## src/rtl/tx_framer_pkg.sv

```systemverilog
package tx_framer_pkg;

    localparam int          BYTE_W      = 8;
    localparam int          CRC_W       = 16;
    localparam logic [15:0] CRC_POLY    = 16'h1021;
    localparam logic [15:0] CRC_SEED    = 16'hFFFF;
    localparam logic [7:0]  PRE_PATTERN = 8'h55;

    typedef enum logic [1:0] {
        PH_PRE  = 2'd0,
        PH_SYNC = 2'd1,
        PH_PAY  = 2'd2,
        PH_CRC  = 2'd3
    } phase_t;

    typedef struct packed {
        logic [7:0]  pre_len;
        logic        sync_long;
        logic [31:0] sync_word;
        logic        var_len;
        logic [7:0]  fix_len;
        logic        crc_en;
    } frame_cfg_t;

    function automatic logic [15:0] crc_step(input logic [15:0] c, input logic b);
        logic fb;
        fb = c[15] ^ b;
        return fb ? ({c[14:0], 1'b0} ^ CRC_POLY) : {c[14:0], 1'b0};
    endfunction

    // k counts sync bytes in send order
    function automatic logic [7:0] sync_byte(input logic [31:0] w, input logic lng,
                                             input logic [1:0] k);
        logic [1:0] pos;
        pos = lng ? (2'd3 - k) : (2'd1 - k);
        return w[8*int'(pos) +: 8];
    endfunction

endpackage

```

## src/rtl/tx_pkt_ram.sv

```systemverilog
module tx_pkt_ram #(
    parameter int DEPTH = 256,
    localparam int AW   = $clog2(DEPTH)
) (
    input  logic          clk,
    input  logic          we,
    input  logic [AW-1:0] waddr,
    input  logic [7:0]    wdata,
    input  logic [AW-1:0] raddr,
    output logic [7:0]    rdata
);
    logic [7:0] mem [DEPTH];

    always_ff @(posedge clk) begin
        if (we) mem[waddr] <= wdata;
        rdata <= mem[raddr];
    end
endmodule

```

## src/rtl/tx_profile_bank.sv

```systemverilog
module tx_profile_bank
    import tx_framer_pkg::*;
#(
    parameter int NPROF = 2,
    localparam int SEL_W = (NPROF > 1) ? $clog2(NPROF) : 1
) (
    input  logic             clk,
    input  logic             rst,
    input  logic             wr_en,
    input  logic [SEL_W-1:0] wr_idx,
    input  frame_cfg_t       wr_cfg,
    input  logic [SEL_W-1:0] rd_idx,
    output frame_cfg_t       rd_cfg
);
    frame_cfg_t bank [NPROF];

    for (genvar p = 0; p < NPROF; p++) begin : g_prof
        always_ff @(posedge clk) begin
            if (rst)                                  bank[p] <= '0;
            else if (wr_en && wr_idx == SEL_W'(p))    bank[p] <= wr_cfg;
        end
    end

    assign rd_cfg = bank[rd_idx];
endmodule

```

## src/rtl/tx_crc16.sv

```systemverilog
module tx_crc16
    import tx_framer_pkg::*;
(
    input  logic        clk,
    input  logic        rst,
    input  logic        clr,
    input  logic        en,
    input  logic        din,
    output logic [15:0] crc_q,
    output logic [15:0] crc_nx
);
    assign crc_nx = en ? crc_step(crc_q, din) : crc_q;

    always_ff @(posedge clk) begin
        if (rst || clr) crc_q <= CRC_SEED;
        else            crc_q <= crc_nx;
    end

    // a new frame always starts from the seed value
    p_seed_after_clear_r6: assert property (@(posedge clk) disable iff (rst)
        clr |=> crc_q == CRC_SEED);
    // register only moves while payload bits are consumed
    p_hold_outside_payload_r6: assert property (@(posedge clk) disable iff (rst)
        (!clr && !en) |=> $stable(crc_q));
endmodule

```

## src/rtl/tx_frame_seq.sv

```systemverilog
module tx_frame_seq
    import tx_framer_pkg::*;
#(
    parameter int AW    = 8,
    localparam int CNT_W = AW + 1
) (
    input  logic          clk,
    input  logic          rst,
    input  logic          start,
    input  logic          bit_en,
    input  frame_cfg_t    cfg_in,
    input  logic [7:0]    ram_q,
    output logic [AW-1:0] ram_addr,
    input  logic [15:0]   crc_q,
    input  logic [15:0]   crc_nx,
    output logic          crc_clr,
    output logic          crc_en,
    output logic          bit_out,
    output logic          bit_valid,
    output logic          busy,
    output logic          done
);
    phase_t           ph, nx_ph;
    logic [CNT_W-1:0] cnt, nx_cnt, pay_len;
    logic [2:0]       bitcnt;
    logic [7:0]       sh, nx_byte;
    logic             nx_end;
    logic [AW-1:0]    idx;

    logic [7:0]       act_pre;
    logic             act_long;
    logic [31:0]      act_sync;
    logic             act_var;
    logic             act_crc;

    logic             accept;
    logic [CNT_W-1:0] cnt_inc;
    logic [CNT_W-1:0] sync_n;

    assign accept    = start && !busy;
    assign bit_valid = busy && bit_en;
    assign bit_out   = sh[7];
    assign ram_addr  = idx;
    assign crc_clr   = accept;
    assign crc_en    = bit_valid && (ph == PH_PAY);
    assign cnt_inc   = cnt + CNT_W'(1);
    assign sync_n    = act_long ? CNT_W'(4) : CNT_W'(2);

    // choose the byte that follows the one now finishing
    always_comb begin
        nx_ph   = ph;
        nx_cnt  = cnt_inc;
        nx_byte = '0;
        nx_end  = 1'b0;
        unique case (ph)
            PH_PRE: begin
                if (cnt_inc < CNT_W'(act_pre)) begin
                    nx_byte = PRE_PATTERN;
                end else begin
                    nx_ph   = PH_SYNC;
                    nx_cnt  = '0;
                    nx_byte = sync_byte(act_sync, act_long, 2'd0);
                end
            end
            PH_SYNC: begin
                if (cnt_inc < sync_n) begin
                    nx_byte = sync_byte(act_sync, act_long, cnt_inc[1:0]);
                end else if (pay_len != '0) begin
                    nx_ph   = PH_PAY;
                    nx_cnt  = '0;
                    nx_byte = ram_q;
                end else if (act_crc) begin
                    nx_ph   = PH_CRC;
                    nx_cnt  = '0;
                    nx_byte = crc_nx[15:8];
                end else begin
                    nx_end  = 1'b1;
                end
            end
            PH_PAY: begin
                if (cnt_inc < pay_len) begin
                    nx_byte = ram_q;
                end else if (act_crc) begin
                    nx_ph   = PH_CRC;
                    nx_cnt  = '0;
                    nx_byte = crc_nx[15:8];
                end else begin
                    nx_end  = 1'b1;
                end
            end
            PH_CRC: begin
                if (cnt == '0) nx_byte = crc_q[7:0];
                else           nx_end  = 1'b1;
            end
            default: nx_end = 1'b1;
        endcase
    end

    always_ff @(posedge clk) begin
        if (rst) begin
            busy     <= 1'b0;
            done     <= 1'b0;
            ph       <= PH_PRE;
            cnt      <= '0;
            bitcnt   <= '0;
            sh       <= '0;
            idx      <= '0;
            pay_len  <= '0;
            act_pre  <= '0;
            act_long <= 1'b0;
            act_sync <= '0;
            act_var  <= 1'b0;
            act_crc  <= 1'b0;
        end else begin
            done <= 1'b0;
            if (accept) begin
                act_pre  <= cfg_in.pre_len;
                act_long <= cfg_in.sync_long;
                act_sync <= cfg_in.sync_word;
                act_var  <= cfg_in.var_len;
                act_crc  <= cfg_in.crc_en;
                busy     <= 1'b1;
                cnt      <= '0;
                bitcnt   <= '0;
                idx      <= '0;
                pay_len  <= cfg_in.var_len ? CNT_W'(1) : CNT_W'(cfg_in.fix_len);
                if (cfg_in.pre_len != '0) begin
                    ph <= PH_PRE;
                    sh <= PRE_PATTERN;
                end else begin
                    ph <= PH_SYNC;
                    sh <= sync_byte(cfg_in.sync_word, cfg_in.sync_long, 2'd0);
                end
            end else if (bit_valid) begin
                if (bitcnt != 3'd7) begin
                    sh     <= {sh[6:0], 1'b0};
                    bitcnt <= bitcnt + 3'd1;
                end else begin
                    bitcnt <= '0;
                    if (nx_end) begin
                        busy <= 1'b0;
                        done <= 1'b1;
                    end else begin
                        ph  <= nx_ph;
                        cnt <= nx_cnt;
                        sh  <= nx_byte;
                        if (nx_ph == PH_PAY) begin
                            idx <= idx + AW'(1);
                            if (ph != PH_PAY && act_var)
                                pay_len <= CNT_W'(ram_q) + CNT_W'(1);
                        end
                    end
                end
            end
        end
    end

    // completion flag accompanies the return to idle
    p_done_on_idle_r8: assert property (@(posedge clk) disable iff (rst)
        $fell(busy) |-> done);
    // completion flag lasts one cycle
    p_done_single_r8: assert property (@(posedge clk) disable iff (rst)
        done |=> !done);
    // no strobe, no movement of the outgoing bit
    p_stall_without_strobe_r7: assert property (@(posedge clk) disable iff (rst)
        (busy && !bit_en) |=> (busy && $stable(sh) && $stable(bitcnt)));
    // captured profile stays frozen for the frame
    p_profile_frozen_r9: assert property (@(posedge clk) disable iff (rst)
        (busy && $past(busy)) |-> ($stable(act_sync) && $stable(act_pre) &&
                                   $stable(act_crc) && $stable(act_var)));
    // accepted start raises busy
    p_busy_after_start_r11: assert property (@(posedge clk) disable iff (rst)
        (start && !busy) |=> busy);
endmodule

```

## src/rtl/tx_framer.sv

```systemverilog
module tx_framer
    import tx_framer_pkg::*;
#(
    parameter int MEM_DEPTH = 256,
    parameter int NPROF     = 2,
    localparam int AW       = $clog2(MEM_DEPTH),
    localparam int SEL_W    = (NPROF > 1) ? $clog2(NPROF) : 1
) (
    input  logic             clk,
    input  logic             rst,
    input  logic             mem_we,
    input  logic [AW-1:0]    mem_addr,
    input  logic [7:0]       mem_wdata,
    input  logic             cfg_we,
    input  logic [SEL_W-1:0] cfg_idx,
    input  logic [7:0]       cfg_pre_len,
    input  logic             cfg_sync_long,
    input  logic [31:0]      cfg_sync_word,
    input  logic             cfg_var_len,
    input  logic [7:0]       cfg_fix_len,
    input  logic             cfg_crc_en,
    input  logic [SEL_W-1:0] prof_sel,
    input  logic             start,
    input  logic             bit_en,
    output logic             bit_out,
    output logic             bit_valid,
    output logic             busy,
    output logic             done
);
    frame_cfg_t    wr_cfg, sel_cfg;
    logic [AW-1:0] rd_addr;
    logic [7:0]    rd_data;
    logic [15:0]   crc_q, crc_nx;
    logic          crc_clr, crc_en;

    always_comb begin
        wr_cfg.pre_len   = cfg_pre_len;
        wr_cfg.sync_long = cfg_sync_long;
        wr_cfg.sync_word = cfg_sync_word;
        wr_cfg.var_len   = cfg_var_len;
        wr_cfg.fix_len   = cfg_fix_len;
        wr_cfg.crc_en    = cfg_crc_en;
    end

    tx_pkt_ram #(.DEPTH(MEM_DEPTH)) u_ram (
        .clk   (clk),
        .we    (mem_we),
        .waddr (mem_addr),
        .wdata (mem_wdata),
        .raddr (rd_addr),
        .rdata (rd_data)
    );

    tx_profile_bank #(.NPROF(NPROF)) u_bank (
        .clk    (clk),
        .rst    (rst),
        .wr_en  (cfg_we),
        .wr_idx (cfg_idx),
        .wr_cfg (wr_cfg),
        .rd_idx (prof_sel),
        .rd_cfg (sel_cfg)
    );

    tx_crc16 u_crc (
        .clk    (clk),
        .rst    (rst),
        .clr    (crc_clr),
        .en     (crc_en),
        .din    (bit_out),
        .crc_q  (crc_q),
        .crc_nx (crc_nx)
    );

    tx_frame_seq #(.AW(AW)) u_seq (
        .clk       (clk),
        .rst       (rst),
        .start     (start),
        .bit_en    (bit_en),
        .cfg_in    (sel_cfg),
        .ram_q     (rd_data),
        .ram_addr  (rd_addr),
        .crc_q     (crc_q),
        .crc_nx    (crc_nx),
        .crc_clr   (crc_clr),
        .crc_en    (crc_en),
        .bit_out   (bit_out),
        .bit_valid (bit_valid),
        .busy      (busy),
        .done      (done)
    );

    // a consumed bit only exists inside a frame
    p_valid_in_frame_r7: assert property (@(posedge clk) disable iff (rst)
        bit_valid |-> (busy && bit_en));
    // idle immediately after reset
    p_idle_after_reset_r1: assert property (@(posedge clk)
        $past(rst) |-> (!busy && !done));
endmodule

```

## config.mk

```make
export PLATFORM = sky130hd
export DESIGN_NAME = tx_framer
export DESIGN_NICKNAME = d
export VERILOG_FILES = /design/src/rtl/tx_framer_pkg.sv /design/src/rtl/tx_pkt_ram.sv /design/src/rtl/tx_profile_bank.sv /design/src/rtl/tx_crc16.sv /design/src/rtl/tx_frame_seq.sv /design/src/rtl/tx_framer.sv
export SDC_FILE = /design/constraint.sdc
export NUM_CORES = 2
export LEC_CHECK = 0
export BUFFER_PORTS_ARGS = -buffer_cell sky130_fd_sc_hd__buf_2
export CORE_UTILIZATION = 40
export DETAILED_ROUTE_END_ITERATION = 10
export SYNTH_ARGS = -nofsm -noshare
export SYNTH_HDL_FRONTEND = slang
export SYNTH_SLANG_ARGS = --single-unit
```

## constraint.sdc

```tcl
create_clock -name clk -period 3.2 [get_ports clk]
set_input_delay 0.16 -clock clk [delete_from_list [all_inputs] [get_ports clk]]
set_output_delay 0.16 -clock clk [all_outputs]
set_load 0.005 [all_outputs]
```

==> key figures <==
Yosys
  • Distinct cell type count after synthesis: 70
  • Area share of the leading cell type in the synthesized netlist: approximately 72%
  • Flip-flop and latch count after synthesis: 2,258
  • Leading cell types by count after synthesis: sky130_fd_sc_hd__edfxtp_1, sky130_fd_sc_hd__mux4_2, sky130_fd_sc_hd__nor2_1, sky130_fd_sc_hd__clkbuf_1, sky130_fd_sc_hd__and2_1
  • Leading cell types by total area after synthesis: sky130_fd_sc_hd__edfxtp_1, sky130_fd_sc_hd__mux4_2, sky130_fd_sc_hd__dfxtp_1
  • Warnings, synthesis: 0
  • Post-synth top flop: sky130_fd_sc_hd__edfxtp_1
  • Number of instances in the synthesized netlist: approximately 4,300
  • Multiplexer area fraction after synthesis: about 18%
  • Fraction of the mapped netlist area in compound gates: under 10%
  • Share of synthesized cell area in full adder, half adder and majority cells: less than 1%
  • Yosys top cell by area: sky130_fd_sc_hd__edfxtp_1
  • Total nets after synthesis: between 4,000 and 5,000
  • XOR/XNOR Fraction of Synth Area: 0.175%
  • Avg Cell Area, Syn: between 20 and 25 µm²
  • Largest family of logic cells by synthesized area: multiplexers
  • Cell area after synthesis: slightly below 90,000 µm²
  • Synth async-reset ratio: 0%
  • Sequential element share of the synthesized area: about three quarters
  • Simple-gate portion of the synthesized area: under 10%
  • Number of enable-type register cells in the synthesized netlist: 2,150
  • Most common cell in the synthesized netlist: sky130_fd_sc_hd__edfxtp_1

Flow run
  • Max Cap Violations: 0

Power
  • Clock Power Share: 42.8%
  • Switching power as a share of total power: 20.1%
  • Peak supply drop: 0.466 mV
  • Power density over cell area: ~560 nW/µm²
  • Post-route total power: between 50 and 60 mW
  • Cell internal pwr: between 40 and 50 mW
  • Combinational share of power: under 10%
  • Switching power of the nets: about 12 mW
  • Leakage power of the design: between 30 and 40 nW
  • Sequential group share of total power: a little over half

GRT
  • Number of antenna violations at the first check in global routing: 9
  • Total global routing overflow: 0
  • Maximum number of pins on one net before global-route repair: 121
  • First-pass GRT wire length: between 300,000 and 400,000 µm
  • Total Routing Usage GR: about a fifth
  • Via count of the first global-routing pass: 45,800

Floorplanning
  • Core region area: 222,000 µm²
  • Vert. Die Dim: roughly 470 µm
  • Starting utilization of the core area: approximately 40%
  • Die ar.: ~230,000 µm²
  • Row cnt: about 170
  • Die outline width: 475 µm
  • Num ports: 79

Detailed routing
  • Initial DRC Count: 4,895
  • Routed wire length per instance: roughly 28 µm
  • DRC violations left: 0
  • Number of nets with antenna violations after detailed routing: 0
  • DRT Wirelength: between 200,000 and 250,000 µm
  • Total number of vias: 45,500
  • First-pass iteration count of the detailed router: 9
  • Average via count per standard cell: 5.56

Timing
  • Share of the clock period used by the worst path after layout: 102%
  • Maximum achievable frequency: between 300 and 400 MHz
  • Layout Skew: about 0.023 ns
  • Worst slew slack as a fraction of its limit: a little under two fifths
  • Final hold violation count: 0
  • Fin crit period: about 3.3 ns
  • Final setup slack of the worst path: -0.0507 ns
  • Setup Viol. Count Final: 9
  • Transition at the pin with the smallest max-transition slack: 0.937 ns
  • Slew Limit Fails: 0
  • Unrepaired setup endpoints after global routing: true

Layout
  • Number of nets at the end of the flow: 5,106
  • Fraction of final layout cells with drive strength greater than 1: 34.4%
  • Number of filler instances in the final layout: between 15,000 and 20,000
  • Post-Route Utilization: just under 50%
  • Signed area change from the synthesized netlist to the final layout: 19.5%

Clock tree
  • Clock latency reported for the late side of the worst-skew pair: 0.85 ns
  • Maximum root-to-sink buffer count: 3
  • Root buf cell: sky130_fd_sc_hd__clkbuf_16
  • CTS Buf Count: ~220
  • Clock tree from TritonCTS: done
  • Clock slew seen by the registers of the worst setup and hold paths: about 0.060 ns
  • H-tree depth: 4
  • TritonCTS sink count: 2,258

Worst setup path
  • Worst EP required: 3.92 ns
  • Crit path DAT: between 3 and 4 ns
  • Critical path launch point type: flop
  • Startpoint-to-endpoint class of the critical path: reg2reg
  • CP endpoint kind: flop
  • Largest fanout on the critical path: 9

Place
  • Detailed placement HPWL: about 140,000 µm
  • IO Port Bufs: between 70 and 80
  • Routability congestion estimate from global placement: 0.835

Status
  • Failing checks: negative setup slack
  • Status: finished with violations

Hold path
  • Min-delay worst type: in2reg
cells by family (layout without fill, tap and decap cells):
| family | Yosys count | after routing |
|---|---|---|
| AO/OA/AOI/OAI | 205 | 206 |
| XOR/XNOR | 17 | 17 |
| adder cells (fa/ha/maj) | 20 | 20 |
| buffers and inverters | 293 | 1190 |
| flip-flops | 2258 | 2258 |
| multiplexers | 771 | 771 |
| other | 0 | 1 |
| AND/OR/NAND/NOR | 732 | 732 |
power by group through the flow:
stage               sequential, mW  combinational, mW  clock [mW]
floorplan                     33.3              0.562           0
global placement              33.3               1.43           0
detailed placement            33.3               1.46           0
CTS                           32.7               1.57        26.1
global route                  32.7               1.73        27.2
finish                        32.7               1.61        25.6
metrics by stage:
stage                     instances  setup slack [ns]  hold slack, ns  instance area, µm²  TNS [ns]
after floorplan                4296           0.00117           0.259               89500         0
after global placement         7634            -0.161           0.450               97600     -1.19
after detailed placement       7634            -0.195           0.452               97600     -1.35
after CTS                      8132           -0.0785          0.0504              106000    -0.487
after global routing           8170            -0.117           0.100              107000     -1.88
final                          8170           -0.0507           0.107              107000    -0.283
area by class of cell:
| class | instances | area (µm²) | share of cell area, % |
|---|---|---|---|
| flip-flops and latches | 2258 | 66700 | 62.4 |
| multi-input cells | 1746 | 22100 | 20.7 |
| repair buffers | 755 | 7140 | 6.68 |
| clock buffers | 293 | 6000 | 5.61 |
| well taps | 2975 | 3720 | 3.48 |
| clock inverters | 112 | 1100 | 1.03 |
| inverters | 30 | 113 | 0.105 |
| diodes | 1 | 2.50 | 0.00234 |
metal layers:
metal	track usage [%]	routed length [µm]	vias up
li1	-	-	19200
met1	27.8	95000	24200
met2	31.5	108000	1691
met3	4.34	17500	297
met4	5.80	5950	2
met5	0	13	-
cell usage in the layout (no fill, tap or decap), types with 9 or more instances in the layout:
cell,n
sky130_fd_sc_hd__nor2b_1,15
sky130_fd_sc_hd__buf_12,58
sky130_fd_sc_hd__a22oi_1,9
sky130_fd_sc_hd__inv_1,28
sky130_fd_sc_hd__clkinv_1,44
sky130_fd_sc_hd__nand3_1,40
sky130_fd_sc_hd__clkinv_2,29
sky130_fd_sc_hd__nand4_1,15
sky130_fd_sc_hd__buf_2,69
sky130_fd_sc_hd__mux4_2,680
sky130_fd_sc_hd__bufinv_16,21
sky130_fd_sc_hd__clkinvlp_4,11
sky130_fd_sc_hd__nand2_1,99
sky130_fd_sc_hd__dfxtp_1,98
sky130_fd_sc_hd__buf_16,17
sky130_fd_sc_hd__nor2_1,361
sky130_fd_sc_hd__mux2i_1,69
sky130_fd_sc_hd__nand3_2,13
sky130_fd_sc_hd__a31oi_1,10
sky130_fd_sc_hd__mux2_2,21
sky130_fd_sc_hd__edfxtp_1,2150
sky130_fd_sc_hd__dlygate4sd3_1,67
sky130_fd_sc_hd__nor3_1,15
sky130_fd_sc_hd__a211oi_1,50
sky130_fd_sc_hd__buf_4,498
sky130_fd_sc_hd__buf_8,11
sky130_fd_sc_hd__clkbuf_1,60
sky130_fd_sc_hd__and2_1,111
sky130_fd_sc_hd__clkbuf_16,239
sky130_fd_sc_hd__nand2b_1,9
sky130_fd_sc_hd__o21ai_0,22
sky130_fd_sc_hd__a21oi_1,29
sky130_fd_sc_hd__buf_6,21
sky130_fd_sc_hd__ha_1,14
state kept, by name (all words and copies together) (netlist names), 3 cells and up:
name	cells
u_ram.mem	2048
u_seq.bitcnt	3
u_seq.act_sync	32
u_bank.bank	102
u_seq.cnt	9
u_ram.rdata	8
u_seq.sh	8
u_seq.act_pre	8
u_seq.pay_len	9
u_seq.ram_addr	8
u_crc.crc_q	16
critical path, stage by stage, from the launching register on:
cell                      delay (ns)
sky130_fd_sc_hd__dfxtp_4        0.35
sky130_fd_sc_hd__buf_12         0.19
sky130_fd_sc_hd__buf_16         0.19
sky130_fd_sc_hd__buf_16         0.16
sky130_fd_sc_hd__mux4_2         0.55
sky130_fd_sc_hd__mux4_2         0.58
sky130_fd_sc_hd__mux4_2         0.60
sky130_fd_sc_hd__a22oi_2        0.19
sky130_fd_sc_hd__buf_4          0.18
sky130_fd_sc_hd__nand2_1        0.07
repair_timing:
item	in CTS	in global routing
buffers inserted	20	25
gates resized for setup	66	76
hold buffers	67	0
pin swaps	33	40
endpoints found under the hold margin	865	0
setup endpoints to repair	29	36
gates cloned	6	12
final timing paths:
| kind | from | to | slack, ns | cells after the start |
|---|---|---|---|---|
| max reg2reg | u_seq.ram_addr[0]$_SDFFE_PP0P_ | u_ram.rdata[6]$_DFF_P_ | -0.05 | 9 |
| min reg2reg | u_seq.bitcnt[2]$_SDFFE_PP0P_ | u_seq.bitcnt[2]$_SDFFE_PP0P_ | 0.46 | 2 |
| max | u_seq.ram_addr[0]$_SDFFE_PP0P_ | u_ram.rdata[6]$_DFF_P_ | -0.05 | 9 |
| min | mem_addr[5] | u_ram.mem[51][7]$_DFFE_PP_ | 0.11 | 4 |
Note: power is estimated with default switching activity, not from simulation.
